$ cat src/rtl/burst_pkg.sv
package burst_pkg;

    typedef enum logic {
        ORD_LINEAR = 1'b0,
        ORD_XOR    = 1'b1
    } order_e;

    typedef enum logic [1:0] {
        CMD_HOLD  = 2'd0,
        CMD_LOAD  = 2'd1,
        CMD_DESEL = 2'd2,
        CMD_STEP  = 2'd3
    } cmd_e;

    function automatic cmd_e decode_cmd(input logic stall, input logic load,
                                        input logic sel, input logic active);
        cmd_e c;
        if (stall)        c = CMD_HOLD;
        else if (load)    c = sel ? CMD_LOAD : CMD_DESEL;
        else if (active)  c = CMD_STEP;
        else              c = CMD_HOLD;
        return c;
    endfunction

endpackage

$ cat src/rtl/burst_ctl.sv
module burst_ctl
    import burst_pkg::*;
#(
    parameter int ADDR_W = 18
) (
    input  logic              clk,
    input  logic              rst,
    input  cmd_e              cmd,
    input  logic [ADDR_W-1:0] addr_in,
    input  logic              wr_in,
    input  logic              order_in,
    output logic [ADDR_W-1:0] base_q,
    output logic              wr_q,
    output order_e            ord_q,
    output logic              active_q
);

    always_ff @(posedge clk) begin
        if (rst) begin
            base_q   <= '0;
            wr_q     <= 1'b0;
            ord_q    <= ORD_LINEAR;
            active_q <= 1'b0;
        end else begin
            unique case (cmd)
                CMD_LOAD: begin
                    base_q   <= addr_in;
                    wr_q     <= wr_in;
                    ord_q    <= order_e'(order_in);
                    active_q <= 1'b1;
                end
                CMD_DESEL: active_q <= 1'b0;
                default: ;
            endcase
        end
    end

endmodule

$ cat src/rtl/burst_beat.sv
module burst_beat
    import burst_pkg::*;
#(
    parameter int BEAT_W = 2
) (
    input  logic              clk,
    input  logic              rst,
    input  cmd_e              cmd,
    output logic [BEAT_W-1:0] beat_q
);

    always_ff @(posedge clk) begin
        if (rst)                   beat_q <= '0;
        else if (cmd == CMD_LOAD)  beat_q <= '0;
        else if (cmd == CMD_STEP)  beat_q <= beat_q + 1'b1;
    end

endmodule

$ cat src/rtl/burst_map.sv
module burst_map
    import burst_pkg::*;
#(
    parameter int BEAT_W = 2
) (
    input  logic [BEAT_W-1:0] start,
    input  logic [BEAT_W-1:0] beat,
    input  order_e            ord,
    output logic [BEAT_W-1:0] low
);

    logic [BEAT_W-1:0] lin_idx;
    logic [BEAT_W-1:0] xor_idx;

    assign lin_idx = start + beat;

    for (genvar i = 0; i < BEAT_W; i++) begin : g_xor
        assign xor_idx[i] = start[i] ^ beat[i];
    end

    assign low = (ord == ORD_XOR) ? xor_idx : lin_idx;

endmodule

$ cat src/rtl/burst_addr_seq.sv
module burst_addr_seq
    import burst_pkg::*;
#(
    parameter int ADDR_W = 18,
    parameter int BEAT_W = 2
) (
    input  logic              clk,
    input  logic              rst,
    input  logic              stall,
    input  logic              load,
    input  logic [ADDR_W-1:0] addr_in,
    input  logic              sel,
    input  logic              wr_in,
    input  logic              order,
    output logic [ADDR_W-1:0] addr_out,
    output logic              wr_out,
    output logic              valid
);

    localparam int HI_W = ADDR_W - BEAT_W;

    cmd_e              cmd;
    logic [ADDR_W-1:0] base_q;
    order_e            ord_q;
    logic [BEAT_W-1:0] beat_q;
    logic [BEAT_W-1:0] low;

    assign cmd = decode_cmd(stall, load, sel, valid);

    burst_ctl #(.ADDR_W(ADDR_W)) u_ctl (
        .clk      (clk),
        .rst      (rst),
        .cmd      (cmd),
        .addr_in  (addr_in),
        .wr_in    (wr_in),
        .order_in (order),
        .base_q   (base_q),
        .wr_q     (wr_out),
        .ord_q    (ord_q),
        .active_q (valid)
    );

    burst_beat #(.BEAT_W(BEAT_W)) u_beat (
        .clk    (clk),
        .rst    (rst),
        .cmd    (cmd),
        .beat_q (beat_q)
    );

    burst_map #(.BEAT_W(BEAT_W)) u_map (
        .start (base_q[BEAT_W-1:0]),
        .beat  (beat_q),
        .ord   (ord_q),
        .low   (low)
    );

    assign addr_out = {base_q[ADDR_W-1 -: HI_W], low};

endmodule

$ cat config.mk
export PLATFORM = sky130hd
export DESIGN_NAME = burst_addr_seq
export DESIGN_NICKNAME = d
export VERILOG_FILES = /design/src/rtl/burst_pkg.sv /design/src/rtl/burst_ctl.sv /design/src/rtl/burst_beat.sv /design/src/rtl/burst_map.sv /design/src/rtl/burst_addr_seq.sv
export SDC_FILE = /design/constraint.sdc
export NUM_CORES = 1
export LEC_CHECK = 0
export ABC_AREA = 1
export BUFFER_PORTS_ARGS = -buffer_cell sky130_fd_sc_hd__buf_2
export CAP_MARGIN = 0
export CORE_MARGIN = 2
export CORE_UTILIZATION = 51
export DETAILED_ROUTE_END_ITERATION = 10
export HOLD_SLACK_MARGIN = 0.06
export PLACE_DENSITY = 0.83
export SYNTH_ARGS = -nofsm -noshare
export SYNTH_HDL_FRONTEND = slang
export SYNTH_SLANG_ARGS = --single-unit
$ cat constraint.sdc
create_clock -name clk -period 3.35 [get_ports clk]
set_input_delay 0.1675 -clock clk [delete_from_list [all_inputs] [get_ports clk]]
set_output_delay 0.1675 -clock clk [all_outputs]
set_load 0.02 [all_outputs]
# Yosys cells after proc, flatten, opt, wreduce, memory -nomap -nowiden
# Index checks and enable logic that the tools add are counted.
# classes
multipliers	0
bitwise_logic	2
div_mod_pow	0
add_sub_neg	2
n_lt_le_gt_ge	0
reduce_logical	2
eq_ne	3
muxes	6
shift	0
# op_table
operator	n
$mux W2	5
$eq A2 B2 Y1 const B	2
$add A2 B1 Y2 const B	1
$add A2 B2 Y2	1
$eq A2 B1 Y1 const B	1
$pmux W1 S2	1
$reduce_bool A2 Y1	1
$reduce_or A2 Y1	1
$xor A1 B1 Y1	2
# word_totals
mem_count	0
mem_bits_ro	0
ramBits	0
inputBits	25
output_inout_bits	20
latchBits	0
elab_cells	20
register_bits	23

# Longest topological paths before layout
# depth
depth_word	5
ltp_mapped	10

# By module
# Synthesis repeated with hierarchy kept, for this count alone.
# unflattened
cells_unflattened	173
hier_area_um2	1094.8
# by_module_without_submodules
module	cells_each	area_each_um2	instances
burst_ctl	137	905.9	1
burst_beat	12	87.6	1
burst_map	15	67.6	1
burst_addr_seq	9	33.8	1

# Worst setup path after synthesis
# No wires, ideal clock.
# synth_path
kind	register to register
start	reg u_ctl.active_q
end	reg u_ctl.base_q[10]
period_less_slack_ps	1500
required_time_ps	3286
path_stages_with_launch	11
setup_ps	64
setup_slack_ps	1850
arrival_ps	1436
path_cell_list	dfxtp_1 > or2_1 > nand2_1 > nor2_1 > inv_1 > ha_1 > buf_6 > inv_8 > buf_12 > nor2_2 > nor2_1
# synth_via
elab_chain_len	4
# synth_rtl
item	line	source
from (decl)	burst_ctl.sv:15	output logic active_q
from (signal assigned)	burst_ctl.sv:23	active_q <= 1'b0;
from (signal assigned)	burst_ctl.sv:30	active_q <= 1'b1;
from (signal assigned)	burst_ctl.sv:32	CMD_DESEL: active_q <= 1'b0;
$mux W2	burst_pkg.sv:20	else if (active) c = CMD_STEP;
$mux W2	burst_pkg.sv:19	else if (load) c = sel ? CMD_LOAD : CMD_DESEL;
$mux W2	burst_pkg.sv:18	if (stall) c = CMD_HOLD;
$eq A2 B1 Y1	burst_ctl.sv:25	unique case (cmd)
to (signal assigned)	burst_ctl.sv:27	base_q <= addr_in;
to (decl)	burst_ctl.sv:12	output logic [ADDR_W-1:0] base_q,
# Every way passes these cells.
# A chain may end at the register's enable or synchronous reset.

# Worst setup path after layout
# layout_path
start	reg u_ctl.active_q
end	reg u_ctl.ord_q
# layout_via
elab_chain_len	4
# layout_rtl
item	line	source
$mux W2	burst_pkg.sv:20	
$mux W2	burst_pkg.sv:19	
$mux W2	burst_pkg.sv:18	
$eq A2 B1 Y1	burst_ctl.sv:25	
to (signal assigned)	burst_ctl.sv:29	ord_q <= order_e'(order_in);
to (decl)	burst_ctl.sv:14	output order_e ord_q,
# Every way passes these cells.

==> results.md <==
- For this run, design rule violations remaining after detail routing come to 0.
- The data arrival time of the critical path is roughly 2.1 ns.
- Counting distinct cell types in the post-synthesis netlist gives 17.
- In this run the cell area of the synthesized design comes to 1151 µm².
- The net count reported at finish is 201.
- The number of detailed-route iterations in the first pass is 4.
- The number of CTS-inserted buffers is 3.
- The max-slew headroom at the worst pin is 53.71%.
- The diode insertion count for antenna repair is 0.
- The clock transition time at the flip-flop clock pins of the worst setup and hold paths is 0.12 ns.
- In this run the vertical extent of the chip is ~50 µm.
- The worst hold path stage count is 3.
- The layout has 217 filler cells.
- The floorplan has 17 rows.
- Synthesis inferred 23 register bits.
- The top cell types in the final layout, fill and taps aside, are sky130_fd_sc_hd__buf_2, sky130_fd_sc_hd__nor2_1, sky130_fd_sc_hd__dfxtp_1.
- The number of hold buffers added after CTS was 1.
- In this run the worst path has a maximum fanout of 22.
- The post-layout worst setup margin is 1.429 ns.
- The worst hold path terminates at u_ctl.base_q[6].
- Registers take about 460 µm².
- The clock sink total is 23.
- The endpoint type of the worst setup path is a flop.
- In this run the count of I/O pins placed on the die edge is 45.
- The total number of yosys warnings is 0.
- Gates resized during post-CTS repair numbered 0.
- The depth of the worst register-to-register path is 8.
- The reg-to-reg endpoint is u_ctl.ord_q.
- The number of maximum-capacitance constraint violations is 0.
- The clock passes through at most 2 buffers.
- The sequential share of the synthesized area is 40.00%.
- The total core area is ~2200 µm².
- The detailed router placed 931 vias in this run.
- The flow ran to the end, and the final reports show no timing, DRC or antenna violations.
- The via count of the first global-routing pass came to 806.
- The starting density of the core is 53.06%.
- The final count of negative-setup-slack endpoints is 0.
- The core occupancy in the finished layout is 57.90%.
- Adding up every negative setup slack in the final design gives 0 ns.
- The number of hold violations in the final report is 0.
- The cell leakage power is between 0.6 and 0.7 nW.
- The estimated wirelength of the detail-placed design is 1.543 mm.
- For the pin with the worst max-slew slack, the measured transition is a little under 0.7 ns.
- Global routing consumed, over all layers together, 15.62% of the routing resources.
- The worst voltage drop across the vdd grid is 0.2258 mV.
- The detail route stage leaves a number of antenna-violating nets equal to 0.
- OpenSTA, run right after detailed placement, puts the worst setup slack at 1.477 ns.
- The sort of element at the start of the critical path is a flop.
- The number of pins with negative max-slew slack in the final report was 0.
- For the worst setup path, the data required time is 3.55 ns.
- Routability-driven placement finished with a final weighted congestion of around 0.7.
- The reg-to-reg critical path startpoint is u_ctl.active_q.
- The post-synthesis average cell area is between 7 and 8 µm².
- Of the available clock period, the critical path in the final layout requires 57.34%.
- Once the clock tree was built, the setup fixing pass inserted 0 buffers.
- The number of vias per cell after detailed routing is around 4.7.
- In this run the most critical hold path is launched from addr_in[6].
- Setup repair after global routing left no endpoint under its margin.
- The total power divided by cell area is approximately 440 nW/µm².
- The source-to-sink clock delay at the later pin of the worst-skew pair is 0.30 ns.
- Global routing finished with a remaining overflow of 0.
- The final layout contains routed wiring with a total length of 1.993 mm.
- In the synthesized netlist, the number of instances is 144.
- The total die area is 2653 µm².
- The overall power consumption is 553.3 µW.
- In the final routed layout, each cell accounts on average for roughly 10 µm.
- Setup slack on the worst reg-to-reg path comes out at 1.43 ns.
- The tree is rooted in a sky130_fd_sc_hd__clkbuf_4.
- Leaving out fill and tap cells, the most frequent cell in the layout is sky130_fd_sc_hd__buf_2.
- The die is 51.51 µm wide.
- The total of buffers placed on input and output ports is 44.
- When the netlist entered floorplanning its net count stood at approximately 170.
- TritonCTS built the clock tree.
- In the final layout, the multi-input gates occupy 451.7 µm².
- Entering global routing, the biggest net connects 23 pins.
- The synthesis-to-layout area growth is 9.130%.
- The number of antenna violations at the first check in global routing is 0.
- The highest clock frequency the design can meet is about 0.52 GHz.
- The wire length of the first global-routing pass is about 3.1 mm.
- The maximum clock skew at final layout is around 0.0039 ns.
- The worst path in the final design needs a cycle of 1.921 ns, including I/O delays and setup.
- The violation count after the first detailed-route iteration is 3.
- In this run the worst hold path is classified as primary input to flop.
- In this run the number of H-tree levels came out at 1.
- The fraction of layout instances using a drive strength above 1 is 39.77%.
- The critical path in this run is classified as flop to flop.
[synthesized netlist by cell type (all sizes together)]
| library cell | instances | area [µm²] |
|---|---|---|
| a21oi | 3 | 22.52 |
| buf | 22 | 186.4 |
| dfxtp | 23 | 460.4 |
| ha | 4 | 50.05 |
| inv | 12 | 52.55 |
| nand2 | 10 | 37.54 |
| nand3 | 3 | 15.01 |
| nor2 | 44 | 210.2 |
| o21ai | 22 | 110.1 |
| or2 | 1 | 6.260 |
[kinds of logic (layout without fill, tap and decap cells)]
family / count (synthesis) / count (layout) / share of synthesized area, %
and+or+nand+nor: 58 / 58 / 23.37
buffers and inverters: 34 / 61 / 20.76
AOI/OAI and AO/OA: 25 / 25 / 11.52
DFF: 23 / 23 / 40.00
adders and majority gates: 4 / 4 / 4.348
[flip-flops by register name, summed over array words and instances, names as in the netlist]
register and cells:
u_beat.beat_q 2, u_ctl.active_q 1, u_ctl.wr_q 1, u_ctl.base_q 18, u_ctl.ord_q 1
[critical path: stages, from the launching register on]
cell                      delay, ns
sky130_fd_sc_hd__dfxtp_1       0.34
sky130_fd_sc_hd__or2_1         0.24
sky130_fd_sc_hd__nand2_1       0.07
sky130_fd_sc_hd__nor2_1        0.06
sky130_fd_sc_hd__inv_1         0.06
sky130_fd_sc_hd__ha_1          0.59
sky130_fd_sc_hd__inv_8         0.18
sky130_fd_sc_hd__o21ai_1       0.23
sky130_fd_sc_hd__a21oi_2       0.04
[worst max-delay path by stage]
stage / cells past startpoint / slack (ns) / start / to
detailed placement: 8 / 1.48 / u_ctl.active_q / u_ctl.base_q[1]
global placement: 8 / 1.54 / u_ctl.active_q / u_ctl.ord_q
finish: 8 / 1.43 / u_ctl.active_q / u_ctl.ord_q
floorplan: 10 / 1.85 / u_ctl.active_q / u_ctl.base_q[10]
global route: 8 / 1.32 / u_ctl.active_q / u_ctl.ord_q
CTS: 8 / 1.44 / u_ctl.active_q / u_ctl.ord_q
[where the power goes]
part | leakage, nW | switching (mW) | internal [mW] | total [mW]
Clock | 0.0150 | 0.0771 | 0.0464 | 0.123
Combinational | 0.455 | 0.0786 | 0.0449 | 0.123
Sequential | 0.189 | 0.0107 | 0.296 | 0.306
Total | 0.658 | 0.166 | 0.387 | 0.553
[metal layers]
metal  share of wire [%]  global-route usage (%)
met5                   0                       0
met4                 1.6                   8.772
met2                  48                   24.79
met3                 7.0                   2.586
met1                  43                   20.11
[per-stage QoR]
stage | cell area, µm² | hold WS [ns] | cells
6_report | 1256 | 0.08526 | 199
5_1_grt | 1256 | 0.08067 | 199
4_1_cts | 1256 | 0.07623 | 199
3_5_place_dp | 1220 | 0.3707 | 194
3_3_place_gp | 1220 | 0.3682 | 194
2_1_floorplan | 1151 | 0.2399 | 144
[area by class of cell]
type,instances,area share [%]
inverters,12,4.183
repair buffers,45,18.33
flip-flops and latches,23,36.65
multi-input cells,87,35.96
well taps,28,2.789
clock buffers,4,2.092
Power figures use the tool's default switching activity.
